<file path="src/rtl/err_penalty_pkg.sv">
package err_penalty_pkg;
  typedef enum logic {
    PEN_ABRUPT = 1'b0,
    PEN_GRADED = 1'b1
  } pen_mode_e;
endpackage

</file>
<file path="src/rtl/err_window_counter.sv">
module err_window_counter #(
  parameter int CNT_W = 16
) (
  input  logic             clk_i,
  input  logic             rst_ni,
  input  logic             err_i,
  input  logic [CNT_W-1:0] wlen_i,
  output logic             last_o,
  output logic [CNT_W-1:0] total_o
);
  logic [CNT_W-1:0] cyc_q, cnt_q;

  assign last_o  = cyc_q >= (wlen_i - CNT_W'(1));
  assign total_o = cnt_q + CNT_W'(err_i);

  always_ff @(posedge clk_i or negedge rst_ni) begin
    if (!rst_ni) begin
      cyc_q <= '0;
      cnt_q <= '0;
    end else if (last_o) begin
      cyc_q <= '0;
      cnt_q <= '0;
    end else begin
      cyc_q <= cyc_q + CNT_W'(1);
      cnt_q <= total_o;
    end
  end

  // errors never outnumber elapsed cycles of the window
  p_cnt_le_cyc_r1: assert property (@(posedge clk_i) disable iff (!rst_ni)
    cnt_q <= cyc_q);
endmodule

</file>
<file path="src/rtl/penalty_calc.sv">
module penalty_calc
  import err_penalty_pkg::*;
#(
  parameter int CNT_W  = 16,
  parameter int FRAC_W = 16,
  parameter int VAL_W  = 16,
  parameter int GAM_W  = 8,
  parameter int SIG_W  = 4,
  parameter int SIGMA  = 3,
  parameter int EPS    = 1,
  localparam int PEN_W = VAL_W + SIG_W
) (
  input  logic [CNT_W-1:0]        cnt_i,
  input  logic [CNT_W-1:0]        wlen_i,
  input  logic [FRAC_W-1:0]       bound_i,
  input  logic [FRAC_W-1:0]       margin_i,
  input  logic [GAM_W-1:0]        gamma_i,
  input  logic signed [VAL_W-1:0] reward_i,
  input  pen_mode_e               mode_i,
  output logic signed [PEN_W-1:0] pen_o
);
  localparam int PROD_W = CNT_W + FRAC_W;
  localparam int RAMP_W = PROD_W + GAM_W;
  localparam int DROP_W = RAMP_W - FRAC_W;
  localparam int WIDE_W = ((PEN_W > DROP_W) ? PEN_W : DROP_W) + 1;

  logic [FRAC_W-1:0]       thr;
  logic [PROD_W-1:0]       lhs, rhs, deficit;
  logic [RAMP_W-1:0]       ramp;
  logic [DROP_W-1:0]       drop;
  logic                    above, floored;
  logic signed [PEN_W-1:0] rew_x, sig_x, sr, eps_x;

  assign thr     = (bound_i > margin_i) ? bound_i - margin_i : '0;
  assign lhs     = {cnt_i, {FRAC_W{1'b0}}};
  assign rhs     = PROD_W'(thr) * PROD_W'(wlen_i);
  assign above   = lhs >= rhs;
  assign deficit = rhs - lhs;
  assign ramp    = RAMP_W'(deficit) * RAMP_W'(gamma_i);
  assign drop    = ramp[RAMP_W-1:FRAC_W];

  assign rew_x = {{SIG_W{reward_i[VAL_W-1]}}, reward_i};
  assign sig_x = PEN_W'(SIGMA);
  assign eps_x = PEN_W'(EPS);
  assign sr    = rew_x * sig_x;
  // ramp value at or under the floor
  assign floored = (WIDE_W'(drop) + WIDE_W'(EPS)) >= WIDE_W'(unsigned'(sr));

  always_comb begin
    if (rew_x <= 0)               pen_o = eps_x;
    else if (above)               pen_o = sr;
    else if (mode_i == PEN_ABRUPT) pen_o = eps_x;
    else if (floored)             pen_o = eps_x;
    else                          pen_o = sr - PEN_W'(drop);
  end
endmodule

</file>
<file path="src/rtl/err_penalty_gen.sv">
module err_penalty_gen
  import err_penalty_pkg::*;
#(
  parameter int CNT_W  = 16,
  parameter int FRAC_W = 16,
  parameter int VAL_W  = 16,
  parameter int GAM_W  = 8,
  parameter int SIG_W  = 4,
  parameter int SIGMA  = 3,
  parameter int EPS    = 1,
  localparam int PEN_W = VAL_W + SIG_W
) (
  input  logic                    clk_i,
  input  logic                    rst_ni,
  input  logic                    err_i,
  input  logic [CNT_W-1:0]        win_len_i,
  input  logic [FRAC_W-1:0]       bound_i,
  input  logic [FRAC_W-1:0]       margin_i,
  input  logic [GAM_W-1:0]        gamma_i,
  input  logic signed [VAL_W-1:0] reward_i,
  input  logic                    mode_i,
  output logic signed [PEN_W-1:0] pen_o,
  output logic [CNT_W-1:0]        rate_o,
  output logic                    done_o
);
  logic [CNT_W-1:0]        wlen_eff, total;
  logic                    last;
  logic signed [PEN_W-1:0] pen_d;
  pen_mode_e               mode;

  assign wlen_eff = (win_len_i == '0) ? CNT_W'(1) : win_len_i;
  assign mode     = pen_mode_e'(mode_i);

  err_window_counter #(.CNT_W(CNT_W)) u_cnt (
    .clk_i   (clk_i),
    .rst_ni  (rst_ni),
    .err_i   (err_i),
    .wlen_i  (wlen_eff),
    .last_o  (last),
    .total_o (total)
  );

  penalty_calc #(
    .CNT_W(CNT_W), .FRAC_W(FRAC_W), .VAL_W(VAL_W), .GAM_W(GAM_W),
    .SIG_W(SIG_W), .SIGMA(SIGMA), .EPS(EPS)
  ) u_calc (
    .cnt_i    (total),
    .wlen_i   (wlen_eff),
    .bound_i  (bound_i),
    .margin_i (margin_i),
    .gamma_i  (gamma_i),
    .reward_i (reward_i),
    .mode_i   (mode),
    .pen_o    (pen_d)
  );

  always_ff @(posedge clk_i or negedge rst_ni) begin
    if (!rst_ni) begin
      pen_o  <= PEN_W'(EPS);
      rate_o <= '0;
      done_o <= 1'b0;
    end else begin
      done_o <= last;
      if (last) begin
        pen_o  <= pen_d;
        rate_o <= total;
      end
    end
  end

  p_hold_r3: assert property (@(posedge clk_i) disable iff (!rst_ni)
    !done_o |-> ($stable(pen_o) && $stable(rate_o)));

  p_floor_r8: assert property (@(posedge clk_i) disable iff (!rst_ni)
    pen_o >= PEN_W'(EPS));

  p_clamp_r7: assert property (@(posedge clk_i) disable iff (!rst_ni)
    (done_o && ($past(reward_i) <= 0)) |-> (pen_o == PEN_W'(EPS)));

  p_ceiling_r8: assert property (@(posedge clk_i) disable iff (!rst_ni)
    (done_o && ($past(reward_i) > 0)) |->
      (pen_o <= PEN_W'(SIGMA) * {{SIG_W{$past(reward_i[VAL_W-1])}}, $past(reward_i)}));
endmodule

</file>
<file path="config.mk">
export PLATFORM = sky130hd
export DESIGN_NAME = err_penalty_gen
export DESIGN_NICKNAME = d
export VERILOG_FILES = /design/src/rtl/err_penalty_pkg.sv /design/src/rtl/err_window_counter.sv /design/src/rtl/penalty_calc.sv /design/src/rtl/err_penalty_gen.sv
export SDC_FILE = /design/constraint.sdc
export NUM_CORES = 1
export LEC_CHECK = 0
export ABC_AREA = 1
export CORE_ASPECT_RATIO = 1.5
export CORE_MARGIN = 2
export CORE_UTILIZATION = 50
export CTS_BUF_LIST = sky130_fd_sc_hd__clkbuf_8
export DETAILED_ROUTE_END_ITERATION = 16
export PLACE_DENSITY = 0.68
export SLEW_MARGIN = 0
export SYNTH_ARGS = -nofsm -noshare
export SYNTH_HDL_FRONTEND = slang
export SYNTH_SLANG_ARGS = --single-unit
</file>
<file path="constraint.sdc">
create_clock -name clk_i -period 16.24 [get_ports clk_i]
set_input_delay 3.248 -clock clk_i [delete_from_list [all_inputs] [get_ports clk_i]]
set_output_delay 3.248 -clock clk_i [all_outputs]
set_load 0.02 [all_outputs]
</file>
==> results.sh <==
export IMPL_required_ns=16.53
export IMPL_finalNonFillerCells=4621
export IMPL_hold_start="pen_o[18]"
export IMPL_tritoncts="done"
export IMPL_yosysUniqueCellTypes=55
export IMPL_cts_buffers_inserted=9
export IMPL_synth_main_ff_cell="dfrtp_1"
export IMPL_rsz0062_at_grt="true"
export IMPL_mostFrequentLayoutCell="inv_1"
export IMPL_critPathMaxFanout=8
export IMPL_dr_pass1_iters=5
export IMPL_max_freq_mhz=57.51
export IMPL_hold_end="pen_o[18]"
export IMPL_async_reset_ff_share_pct=100.0
export IMPL_drc_errors=0
export IMPL_grt_total_usage_pct=33.51
export IMPL_outcome="finished, violations left"
export IMPL_drt_iter0_drc=1212
export IMPL_endpoint_kind="register"
export IMPL_yosysWarningCount=0
export IMPL_fillers=4148
export IMPL_timing_final_crit_period_ns=17.39
export IMPL_drive_gt1_share_pct=24.41
export IMPL_cap_viol_max_count=0
export IMPL_wirelength_mm=82.93
export IMPL_synth_edf_count=0
export IMPL_io_pin_count=113
export IMPL_crit_top_cell="fa_1"
export IMPL_grt_ovfl_total=0
export IMPL_viasPerCell=5.182
export IMPL_grt_pass1_wl_mm=131.0
export IMPL_die_w_um=184.4
export IMPL_initial_utilization_pct=50.38
export IMPL_hp_class="register to register"
export IMPL_multi_input_comb_area_um2=20960
export IMPL_area_delta_synth_final_pct=33.31
export IMPL_yosysSeqAreaShare_pct=7.082
export IMPL_slowest_stage="fa_1"
export IMPL_postSynthNetCount=4053
export IMPL_core_area_um2=48430
export IMPL_die_area_um2=50620
export IMPL_synth_seq_cells=69
export IMPL_drv_slew=0
export IMPL_reg2reg_slack_ns=6.88
export IMPL_grt_pass1_vias=25870
export IMPL_ant_nets=0
export IMPL_dp_hpwl_mm=69.90
export IMPL_antenna_cells=0
export IMPL_finalSetupViolCount=20
export IMPL_drt_wirelength_per_cell_um=17.95
export IMPL_start_kind="input pin"
export IMPL_grt_max_degree=70
export IMPL_slew_headroom_pct=27.48
export IMPL_clkSinkCount=69
export IMPL_vias=23940
export IMPL_seq_area_um2=1728
export IMPL_fin_ws_ns=-1.148
export IMPL_clk_pin_slew_ns=0.07
export IMPL_fin_crit_sh_pct=107.1
export IMPL_antenna_found_initial=0
export IMPL_worstRegToRegCells=46
export IMPL_critPathArrivalTime_ns=17.68
export IMPL_clock_skew_ns=0.01331
export IMPL_tightest_slew_ns=1.087
export IMPL_final_util_pct=67.16
export IMPL_root_buffer="clkbuf_8"
export IMPL_ctsHoldBuffers=0
export IMPL_die_y_um=274.6
export IMPL_r2r_start="u_cnt.cnt_q[0]"
export IMPL_dp_cells=4526
export IMPL_violations="setup timing"
export IMPL_num_rows=99
export IMPL_synth_avg_cell_area_um2=7.376
export IMPL_nNetsFinal=4705
export IMPL_worstSetupPathType="input pin to register"
export IMPL_htree_levels=3
export IMPL_max_stage_delay_ns=0.57
export IMPL_rr_endpoint="pen_o[14]"
export IMPL_netlist_instances=3308
export IMPL_syn_area_um2=24400
export IMPL_layout_common_cells="inv_1 (695), nand2_1 (596), buf_4 (588), nor2_1 (375), fa_1 (370)"
export IMPL_final_hold_viol_count=0
export IMPL_clk_latency_ns=0.36
export IMPL_clk_path_buf_depth=2
export IMPL_port_buffer_count=112
export IMPL_whs_path_depth=2
export IMPL_gp_congestion=0.9916
[timing repair]
action	CTS	global route
pin swaps	42	115
resized for setup	107	202
setup buffers	44	34
setup endpoints to repair	20	20
gates cloned	1	2
[Yosys cell counts, drive strengths merged, types with 16 or more instances]
library cell  instances  share of area [%]
a21oi               189                3.9
a31oi                22               0.56
clkbuf               63               0.97
clkinv               16               0.25
dfrtp                68                7.0
fa                  377                 31
ha                  292                 15
inv                 737                 11
nand2               649                 10
nand3               100                2.2
nand4                18               0.46
nor2                423                6.7
nor3                 37               0.80
o21ai                96                2.0
xnor2                30                1.1
xor2                 86                3.4
[stage by stage]
| step | hold WS [ns] | area [um2] | worst slack [ns] | TNS [ns] |
|---|---|---|---|---|
| floorplan | 0.4536 | 24830 | -0.1776 | -3.408 |
| global placement | 0.4620 | 30460 | -2.002 | -39.42 |
| detailed placement | 0.4626 | 30460 | -2.207 | -43.76 |
| CTS | 0.4810 | 31520 | -1.204 | -23.77 |
| global route | 0.5126 | 32530 | -1.909 | -37.43 |
| finish | 0.4750 | 32530 | -1.148 | -22.46 |
[layout make-up]
class	count	area share [%]
Clock inverter	5	0.3270
Clock buffer	11	0.4654
Sequential cell	69	5.312
Inverter	753	8.913
Tap cell	656	2.523
Timing Repair Buffer	718	18.01
Multi-Input combinational cell	2409	64.45
[flip-flops by register name, summed over array words and instances (netlist names)]
name,cells
pen_o,20
u_cnt.cyc_q,16
done_o,1
rate_o,16
u_cnt.cnt_q,16
[cells by family (layout without fill, tap and decap cells)]
| logic type | Yosys count | in the layout | share of synthesized area, % |
|---|---|---|---|
| adders and majority gates | 669 | 669 | 45.91 |
| buffers and inverters | 830 | 1487 | 12.88 |
| xor gates and xnor gates | 116 | 116 | 4.502 |
| and+or+nand+nor | 1256 | 1256 | 21.20 |
| AOI/OAI and AO/OA | 368 | 368 | 8.436 |
| DFF | 69 | 69 | 7.082 |
[critical path, delay by kind of cell]
family          cells  cell delay (ns)
xor+xnor            4             0.78
fa+ha+maj          15             6.50
compound gates     18             2.92
buf+inv            17             2.35
simple gates       18             1.82
[worst max-delay path by stage]
stage            startpoint         to  slack (ns)
2_1_floorplan   margin_i[2]   pen_o[1]       -0.18
3_3_place_gp    margin_i[1]   pen_o[1]       -2.00
3_5_place_dp    margin_i[1]   pen_o[1]       -2.21
4_1_cts          bound_i[0]   pen_o[8]       -1.20
5_1_grt         margin_i[2]   pen_o[1]       -1.91
6_report       margin_i[11]  pen_o[14]       -1.15
[per-layer routing]
layer / vias to the layer above / wire length (um) / global-route usage [%]
met4: 0 / 7597 / 24.08
met2: 628 / 45030 / 64.72
li1: 11350 / - / -
met5: - / 0 / 0
met3: 293 / 2578 / 2.528
met1: 11670 / 27730 / 33.38
Power is not shown: default switching activity piles up to over one toggle a cycle in this logic, so the estimate is an artifact.
